==> src/rtl/kwd_pkg.sv <==
package kwd_pkg;
  localparam int DATA_W = 32;
  localparam int KEY_W  = 16;
  localparam int ADDR_W = 2;

  localparam logic [ADDR_W-1:0] ADDR_CMD  = 2'd0;
  localparam logic [ADDR_W-1:0] ADDR_DIV  = 2'd1;
  localparam logic [ADDR_W-1:0] ADDR_RLD  = 2'd2;
  localparam logic [ADDR_W-1:0] ADDR_STAT = 2'd3;

  localparam logic [KEY_W-1:0] KEY_UNLOCK  = 16'h5555;
  localparam logic [KEY_W-1:0] KEY_REFRESH = 16'hAAAA;
  localparam logic [KEY_W-1:0] KEY_START   = 16'hCCCC;

  // strobes from control to the counting datapath
  typedef struct packed {
    logic start;
    logic refresh;
  } kwdStrobe_t;
endpackage

==> src/rtl/kwd_stage.sv <==
// Holds a software-visible value and hands it to the counting side after a fixed delay.
module kwd_stage #(
  parameter int W         = 12,
  parameter int DELAY     = 3,
  parameter logic [W-1:0] RESET_VAL = '0
) (
  input  logic         clk,
  input  logic         rstN,
  input  logic         wrEn,
  input  logic [W-1:0] wrData,
  output logic [W-1:0] shadow,
  output logic [W-1:0] active,
  output logic         busy
);
  localparam int DLY_W = $clog2(DELAY + 1);
  localparam logic [DLY_W-1:0] DLY_LOAD = DLY_W'(DELAY);
  localparam logic [DLY_W-1:0] DLY_ONE  = DLY_W'(1);

  logic [DLY_W-1:0] dlyCnt;

  always_ff @(posedge clk or negedge rstN) begin
    if (!rstN) begin
      shadow <= RESET_VAL;
      active <= RESET_VAL;
      dlyCnt <= '0;
    end else if (wrEn) begin
      shadow <= wrData;
      dlyCnt <= DLY_LOAD;
    end else if (dlyCnt != '0) begin
      dlyCnt <= dlyCnt - DLY_ONE;
      if (dlyCnt == DLY_ONE) active <= shadow;
    end
  end

  assign busy = (dlyCnt != '0);
endmodule

==> src/rtl/kwd_ctrl.sv <==
// Key decode, write-access lock, staged registers and read mux.
module kwd_ctrl
  import kwd_pkg::*;
#(
  parameter int RLD_W     = 12,
  parameter int DIV_W     = 3,
  parameter int UPD_DELAY = 3
) (
  input  logic               clk,
  input  logic               rstN,
  input  logic               busWrEn,
  input  logic [ADDR_W-1:0]  busAddr,
  input  logic [DATA_W-1:0]  busWdata,
  output logic [DATA_W-1:0]  busRdata,
  output kwdStrobe_t         strobe,
  output logic [RLD_W-1:0]   activeRld,
  output logic [DIV_W-1:0]   activeDiv,
  output logic               unlocked,
  output logic               divBusy,
  output logic               rldBusy
);
  localparam logic [RLD_W-1:0] RLD_RESET = '1;
  localparam logic [DIV_W-1:0] DIV_RESET = '0;

  logic             cmdWr;
  logic [KEY_W-1:0] key;
  logic             divWr;
  logic             rldWr;
  logic [RLD_W-1:0] shadowRld;
  logic [DIV_W-1:0] shadowDiv;

  assign key   = busWdata[KEY_W-1:0];
  assign cmdWr = busWrEn && (busAddr == ADDR_CMD);
  assign divWr = busWrEn && (busAddr == ADDR_DIV) && unlocked;
  assign rldWr = busWrEn && (busAddr == ADDR_RLD) && unlocked;

  always_comb begin
    strobe.start   = cmdWr && (key == KEY_START);
    strobe.refresh = cmdWr && (key == KEY_REFRESH);
  end

  always_ff @(posedge clk or negedge rstN) begin
    if (!rstN)      unlocked <= 1'b0;
    else if (cmdWr) unlocked <= (key == KEY_UNLOCK);
  end

  kwd_stage #(.W(DIV_W), .DELAY(UPD_DELAY), .RESET_VAL(DIV_RESET)) divStageI (
    .clk(clk), .rstN(rstN), .wrEn(divWr), .wrData(busWdata[DIV_W-1:0]),
    .shadow(shadowDiv), .active(activeDiv), .busy(divBusy)
  );

  kwd_stage #(.W(RLD_W), .DELAY(UPD_DELAY), .RESET_VAL(RLD_RESET)) rldStageI (
    .clk(clk), .rstN(rstN), .wrEn(rldWr), .wrData(busWdata[RLD_W-1:0]),
    .shadow(shadowRld), .active(activeRld), .busy(rldBusy)
  );

  always_comb begin
    unique case (busAddr)
      ADDR_DIV:  busRdata = DATA_W'(shadowDiv);
      ADDR_RLD:  busRdata = DATA_W'(shadowRld);
      ADDR_STAT: busRdata = DATA_W'({rldBusy, divBusy});
      default:   busRdata = '0;
    endcase
  end
endmodule

==> src/rtl/kwd_data.sv <==
// Prescaler and down-counter; raises a one-cycle request at expiry.
module kwd_data
  import kwd_pkg::*;
#(
  parameter int RLD_W       = 12,
  parameter int DIV_W       = 3,
  parameter int NUM_DIV     = 7,
  parameter int MIN_DIV_LOG = 2
) (
  input  logic             clk,
  input  logic             rstN,
  input  kwdStrobe_t       strobe,
  input  logic [RLD_W-1:0] reloadVal,
  input  logic [DIV_W-1:0] divCode,
  output logic             running,
  output logic             rstReq
);
  localparam int PS_W = MIN_DIV_LOG + NUM_DIV - 1;
  localparam logic [DIV_W-1:0] MAX_CODE = DIV_W'(NUM_DIV - 1);

  logic [DIV_W-1:0] codeSat;
  logic [PS_W-1:0]  psLimit;
  logic [PS_W-1:0]  psCnt;
  logic [RLD_W-1:0] cnt;
  logic             tick;
  logic             load;

  always_comb begin
    codeSat = (divCode > MAX_CODE) ? MAX_CODE : divCode;
    psLimit = PS_W'((32'd1 << (32'(codeSat) + MIN_DIV_LOG)) - 32'd1);
  end

  assign load = strobe.refresh || (strobe.start && !running);
  assign tick = running && (psCnt >= psLimit);

  always_ff @(posedge clk or negedge rstN) begin
    if (!rstN) begin
      running <= 1'b0;
      psCnt   <= '0;
      cnt     <= '0;
      rstReq  <= 1'b0;
    end else begin
      rstReq <= 1'b0;
      if (strobe.start) running <= 1'b1;
      if (load) begin
        cnt   <= reloadVal;
        psCnt <= '0;
      end else if (tick) begin
        psCnt <= '0;
        if (cnt == '0) begin
          rstReq <= 1'b1;
          cnt    <= reloadVal;
        end else begin
          cnt <= cnt - 1'b1;
        end
      end else if (running) begin
        psCnt <= psCnt + 1'b1;
      end
    end
  end
endmodule

==> src/rtl/kwd_top.sv <==
module kwd_top
  import kwd_pkg::*;
#(
  parameter int RLD_W       = 12,
  parameter int DIV_W       = 3,
  parameter int NUM_DIV     = 7,
  parameter int MIN_DIV_LOG = 2,
  parameter int UPD_DELAY   = 3
) (
  input  logic              clk,
  input  logic              rstN,
  input  logic              busWrEn,
  input  logic [ADDR_W-1:0] busAddr,
  input  logic [DATA_W-1:0] busWdata,
  output logic [DATA_W-1:0] busRdata,
  output logic              rstReq
);
  kwdStrobe_t       strobe;
  logic [RLD_W-1:0] activeRld;
  logic [DIV_W-1:0] activeDiv;
  logic             unlocked;
  logic             divBusy;
  logic             rldBusy;
  logic             running;

  kwd_ctrl #(.RLD_W(RLD_W), .DIV_W(DIV_W), .UPD_DELAY(UPD_DELAY)) ctrlI (
    .clk(clk), .rstN(rstN), .busWrEn(busWrEn), .busAddr(busAddr),
    .busWdata(busWdata), .busRdata(busRdata), .strobe(strobe),
    .activeRld(activeRld), .activeDiv(activeDiv), .unlocked(unlocked),
    .divBusy(divBusy), .rldBusy(rldBusy)
  );

  kwd_data #(.RLD_W(RLD_W), .DIV_W(DIV_W), .NUM_DIV(NUM_DIV),
             .MIN_DIV_LOG(MIN_DIV_LOG)) dataI (
    .clk(clk), .rstN(rstN), .strobe(strobe), .reloadVal(activeRld),
    .divCode(activeDiv), .running(running), .rstReq(rstReq)
  );
endmodule

==> config.mk <==
export PLATFORM = sky130hd
export DESIGN_NAME = kwd_top
export DESIGN_NICKNAME = d
export VERILOG_FILES = /design/src/rtl/kwd_pkg.sv /design/src/rtl/kwd_stage.sv /design/src/rtl/kwd_ctrl.sv /design/src/rtl/kwd_data.sv /design/src/rtl/kwd_top.sv
export SDC_FILE = /design/constraint.sdc
export NUM_CORES = 1
export LEC_CHECK = 0
export BUFFER_PORTS_ARGS = -buffer_cell sky130_fd_sc_hd__buf_2
export CAP_MARGIN = 20
export CORE_MARGIN = 2
export CORE_UTILIZATION = 50
export DETAILED_ROUTE_END_ITERATION = 8
export PLACE_DENSITY = 0.84
export SLEW_MARGIN = 25
export SYNTH_ARGS = -nofsm -noshare
export SYNTH_HDL_FRONTEND = slang
export SYNTH_HIERARCHICAL = 1
export SYNTH_SLANG_ARGS = --single-unit
==> constraint.sdc <==
create_clock -name clk -period 2.87 [get_ports clk]
set_clock_uncertainty 0.1 [all_clocks]
set_input_delay 0.1435 -clock clk [delete_from_list [all_inputs] [get_ports clk]]
set_output_delay 0.1435 -clock clk [all_outputs]
set_load 0.005 [all_outputs]
-- Yosys cells after proc, flatten, opt, wreduce, memory -nomap -nowiden
Cells that the tools add are included.
- flip-flop bits (word level): 57
- input bits: 37
- output and inout port bits: 33
- word-level logic and storage cells: 66
- $add $sub $neg: 6
- magnitude comparators: 2
- eq/ne operators: 8
- shift operators: 1
- mux-type cells: 15
- bitwise logic cells: 2
- reduce and logical (&&, ||, !) cells: 21
- operators with widths (cell ; number):
    $mux 12 ; 3
    $pmux 12 s3 ; 1
    $eq 16x16->1 const B ; 2
    $shl 1x32->8 const A ; 1
    $mux 8 ; 3
    $eq 16x15->1 const B ; 1
    $logic_not 12->1 ; 1
    $sub 12x1->12 const B ; 1
    $reduce_bool 2->1 ; 5
    $logic_and 1x1->1 ; 9
    $add 8x1->8 const B ; 1
    $ge 8x8->1 ; 1
    $mux 2 ; 4
    $sub 8x1->8 const B ; 1
    $eq 2x1->1 const B ; 3
    $reduce_and 3->1 ; 2
    $add 3x2->4 const B ; 1
    $eq 2x2->1 const B ; 2
    $sub 2x1->2 const B ; 2
    $gt 3x3->1 const B ; 1
    $mux 1 ; 3
    $mux 3 ; 1
    $reduce_bool 3->1 ; 1
    $logic_not 2->1 ; 1
    3 further kinds ; 4

-- Logic depth before layout (Yosys ltp)
- depth in word-level cells: 9
- mapped depth: 12
- gate-level depth less buffers: 11

-- Hierarchy
Netlist, hierarchy kept.
- by module, submodules not included (module ; times used ; cells each ; area an instance (um^2) ; sequential area each (um^2)):
    kwd_data ; 1 ; 170 ; 1508.9 ; 550.5
    kwd_stage at ctrlI.rldStageI ; 1 ; 64 ; 1068.5 ; 680.7
    kwd_ctrl ; 1 ; 58 ; 460.4 ; 25.0
    kwd_stage at ctrlI.divStageI ; 1 ; 25 ; 357.8 ; 200.2

-- Worst setup path after synthesis
Ideal clock, no wire load.
- path type: reg-to-reg
- from: reg ctrlI.divStageI.active[1]
- to: reg dataI.cnt[10]
- library setup time: 0.127 ns
- arrival time: 2.466 ns
- data required time: 2.643 ns
- setup slack: 0.178 ns
- stages on the path, launching flop included: 13
- path buffers: 1
- clock period less this slack: 2.692 ns
- cells stage by stage: dfrtp_1 inv_1 ha_1 nor3b_1 xnor2_1 nor2_1 ha_1 nand3_1 o22a_1 and3_1 clkbuf_1 a21oi_1 o2bb2a_1
- longest elaborated chain between the ends: 8
- ends and longest elaborated chain (item ; RTL line ; source):
    from (decl) ; kwd_stage.sv:12 ; output logic [W-1:0] active,
    from (signal assigned) ; kwd_stage.sv:31 ; if (dlyCnt == DLY_ONE) active <= shadow;
    $gt 3x3->1 ; kwd_data.sv:29 ; codeSat = (divCode > MAX_CODE) ? MAX_CODE : divCode;
    $mux 3 (*) ; kwd_data.sv:29 ;
    $add 3x2->4 (*) ; kwd_data.sv:30 ; psLimit = PS_W'((32'd1 << (32'(codeSat) + MIN_DIV_LOG)) - 32'd1);
    $shl 1x32->8 (*) ; kwd_data.sv:30 ;
    $sub 8x1->8 (*) ; kwd_data.sv:30 ;
    $ge 8x8->1 (*) ; kwd_data.sv:34 ; assign tick = running && (psCnt >= psLimit);
    $logic_and 1x1->1 (*) ; kwd_data.sv:34 ;
    $reduce_bool 2->1 (no line) (*) ; n/a ;
    to (signal assigned) ; kwd_data.sv:46 ; cnt <= reloadVal;
    to (signal assigned) ; kwd_data.sv:52 ; cnt <= reloadVal;
    to (signal assigned) ; kwd_data.sv:54 ; cnt <= cnt - 1'b1;
    to (decl) ; kwd_data.sv:24 ; logic [RLD_W-1:0] cnt;
Every way passes the cells marked *; elsewhere a longest branch is shown, timed or not.
A chain may end at the register's enable or synchronous reset.

-- Worst setup path after layout
- from: reg ctrlI.divStageI.active[1]
- to: reg dataI.cnt[9]
Same word-level chain as after synthesis.

==> impl_results.md <==
- CTS Buf Count: 9
- CP endpoint kind: flip-flop
- Number of flops mapped to enable cells by yosys: 0
- WL/cell: 15.6 um
- Initial antenna violation count: 0
- Sw Share: 23.3%
- Clock slew at reported path FFs: around 0.06 ns
- DRC violations left: 0
- Min-Delay Path Class: in2reg
- PwrDens: roughly 540 nW/um^2
- Switching power: ~500 uW
- Worst-skew pair later-pin latency: between 0.3 and 0.4 ns
- Synth cell types: between 50 and 60
- WP data required: 2.97 ns
- Final Cell Area: 4000 sq um
- Cell Area, Synth: 3400 sq um
- YS warnings: 6
- Highest clock rate: roughly 370 MHz
- Post-synthesis sequential area ratio: a little over two fifths
- CP arrival: 2.79 ns
- Area Growth Syn to Fin: 17.9%
- GRT Overall Usage: 20.7%
- Global-route wire length before repair: 12,000 um
- CTS tree: done
- Gate power share: 16.0%
- RR Endpoint: dataI/cnt[9]
- Drt pass-1 iters: 4
- Placed instance area: 3590 sq um
- CTS max path bufs: 2
- Most frequent CP cell: ha_1
- Routed wire length: ~7200 um
- Core Region: about 6700 sq um
- Area of the multi-input gates: between 1500 and 2000 sq um
- N_diodes: 0
- Largest net degree at the start of global routing: 58
- H-tree depth: 3
- CP Launch Type: flip-flop
- Slowest Stage Delay on Critical Path: around 0.43 ns
- Final setup vio count: 0
- Max FO, Critical Path: 6
- Row cnt: 30
- Synth Flop Type: dfrtp_1
- Fin nets: 428
- MaxCap Viol Count: 0
- FF/Latch Area: around 1500 sq um
- Vias after detailed routing: 2,533
- R2R Path Start: ctrlI/divStageI/active[1]
- Area leader, netlist: dfrtp_1
- Clock tree sinks: between 50 and 60
- Top cell type's share of synthesized area: between 20% and 30%
- FF+latch count, synth: 57
- Seq pwr share: about two fifths
- Async set-reset flop share out of synthesis: 100%
- Count leader, synth: dfrtp_1
- Tmin final: 2.69 ns
- Mapped Cells: between 300 and 400
- Crit path from: ctrlI/divStageI/active[1]
- Area contributors post-synth: dfrtp_1, dfstp_2, mux2_2, ha_1, buf_4
- Crit path capture: dataI/cnt[9]
- Leakage Power: ~0.0019 uW
- I/O pin cnt: 70
- Maximum VDD drop: around 0.0004 V
- Tcrit/Tclk final: 93.6%
- Total congestion overflow: 0
- 1st-iter DRT viols: around 180
- R2R setup slack: between 0.15 and 0.2 ns
- Crit path cell chain: inv_1, ha_1, nor3b_2, xnor2_1, nor2_1, ha_1, nand3_1, a211o_1, a2111oi_0, o22ai_1
- Status: finished clean
- Syn Area/Cell: 10.7 sq um
- Detail Route Antenna Nets: 0
- Reg2Reg Depth: 10
- Final Hold Viols: 0
- P_int: about 1700 uW
- GPL Wtd Cong: about 0.87
- IO buf count: 33
- Clock share of power: around 44%
- Vias per inst: between 5 and 6
- FILL cells: 525
- Fin. max-slew vios: 0
- Worst slew margin: a little over half
- Starting density of the core: roughly 50%
- Die area: ~7500 sq um
- Chip width: just under 90 um
- Final setup TNS: 0 ns
- CP max stage cell: a2111oi_0
- Top cells by instance count after synthesis: dfrtp_1, mux2_2, dfstp_2
- Worst-Margin Slew: 0.687 ns
- Die Y-Extent: slightly below 90 um
- Hpwl dp: roughly 4900 um
- Clock root buffer master: clkbuf_8
- Vias in the first global route: 2,520
- Kind of critical path: reg2reg
- Share of cells above drive strength 1: 33.6%
- Final core utilization: 59.9%
## critical path, delay by kind of cell (launching register included)
family                   cells  cell delay [ns]
AO/OA/AOI/OAI                3             0.88
flip-flops                   1             0.40
adder cells (fa/ha/maj)      2             0.59
buffers and inverters        1             0.07
AND/OR/NAND/NOR              3             0.38
XOR/XNOR                     1             0.14
## worst min-delay path by stage
stage	cells after the start	slack, ns	from	endpoint
floorplan	0	-0.25	rstN	ctrlI/divStageI/active[0]
global placement	2	0.21	rstN	ctrlI/rldStageI/dlyCnt[0]
detailed placement	2	0.21	rstN	ctrlI/rldStageI/dlyCnt[0]
CTS	2	0.008	busWdata[2]	ctrlI/divStageI/shadow[2]
global route	2	0.005	busWdata[2]	ctrlI/divStageI/shadow[2]
finish	2	0.02	busWdata[2]	ctrlI/divStageI/shadow[2]
## cell usage in the layout, fill, tap and decap left out, types with 3 or more instances in the layout
| master | n |
|---|---|
| nand2b_1 | 6 |
| nand3_1 | 5 |
| o21ai_1 | 3 |
| dfstp_2 | 24 |
| ha_1 | 18 |
| buf_2 | 33 |
| bufinv_16 | 3 |
| xnor2_1 | 4 |
| inv_1 | 15 |
| a21o_1 | 3 |
| o21ai_0 | 12 |
| nor3_1 | 10 |
| a21oi_1 | 13 |
| clkbuf_8 | 12 |
| mux2_1 | 3 |
| o2bb2ai_1 | 3 |
| nor2_1 | 15 |
| dlygate4sd3_1 | 12 |
| buf_4 | 9 |
| nand2_1 | 16 |
| nand4_1 | 5 |
| xor2_1 | 6 |
| conb_1 | 20 |
| and2_1 | 11 |
| a22oi_1 | 4 |
| dfrtp_1 | 32 |
| mux2_2 | 29 |
| or3_1 | 3 |
| nor4bb_1 | 6 |
| a22o_1 | 3 |
| and3_1 | 3 |
## flip-flops by register name, summed over array words and instances, names as in the netlist
register,count
ctrlI/rldStageI/shadow,12
dataI/cnt,12
dataI/psCnt,8
ctrlI/divStageI/shadow,3
dataI/rstReq,1
ctrlI/divStageI/dlyCnt,2
dataI/running,1
ctrlI/rldStageI/active,12
ctrlI/rldStageI/dlyCnt,2
ctrlI/unlocked,1
ctrlI/divStageI/active,3
## logic make-up after synthesis
logic type,Yosys count,synth area share [%]
AND/OR/NAND/NOR,100,18.8
XOR/XNOR,10,2.58
multiplexers,32,10.6
buffers and inverters,43,7.52
other,1,0.110
adder cells (fa/ha/maj),18,6.63
AO/OA/AOI/OAI,56,10.9
flip-flops,57,42.9
## per-stage QoR
step	instances	hold slack (ns)	power, uW	worst slack (ns)
2_1_floorplan	336	-0.252	1150	0.178
3_3_place_gp	429	0.212	1190	0.127
3_5_place_dp	429	0.212	1200	-0.0596
4_1_cts	457	0.00806	2180	0.0170
5_1_grt	458	0.00499	2270	-0.00194
6_report	458	0.0228	2160	0.183
## power groups by stage
stage	logic, uW	clock network, uW	registers, uW
3_3_place_gp	316	0	869
2_1_floorplan	282	0	867
4_1_cts	343	979	858
6_report	346	959	858
3_5_place_dp	330	0	872
5_1_grt	390	1010	861
## cell type report
type | count | area share, %
clock buffer | 12 | 4.13
inverter | 15 | 1.41
timing repair buffer | 54 | 8.82
sequential | 57 | 36.4
multi-input combinational | 236 | 44.3
clock inverter | 4 | 2.44
tap | 80 | 2.50
## timing repair
action | 4_1_cts | 5_1_grt
resized for setup | 2 | 4
endpoints found under the setup margin | 3 | 12
hold buffers | 12 | 0
pin swaps | 0 | 0
setup buffers | 0 | 1
endpoints found under the hold margin | 46 | 0
## metal layers
metal / wire length [um] / vias to the layer above / track usage [%]
li1: - / 1208 / -
met1: 2990 / 1218 / 24.8
met2: 3610 / 92 / 34.6
met3: 387 / 15 / 4.76
met4: 162 / 0 / 11.2
met5: 0 / - / 0
No activity file was read; power rests on OpenSTA's default activity.
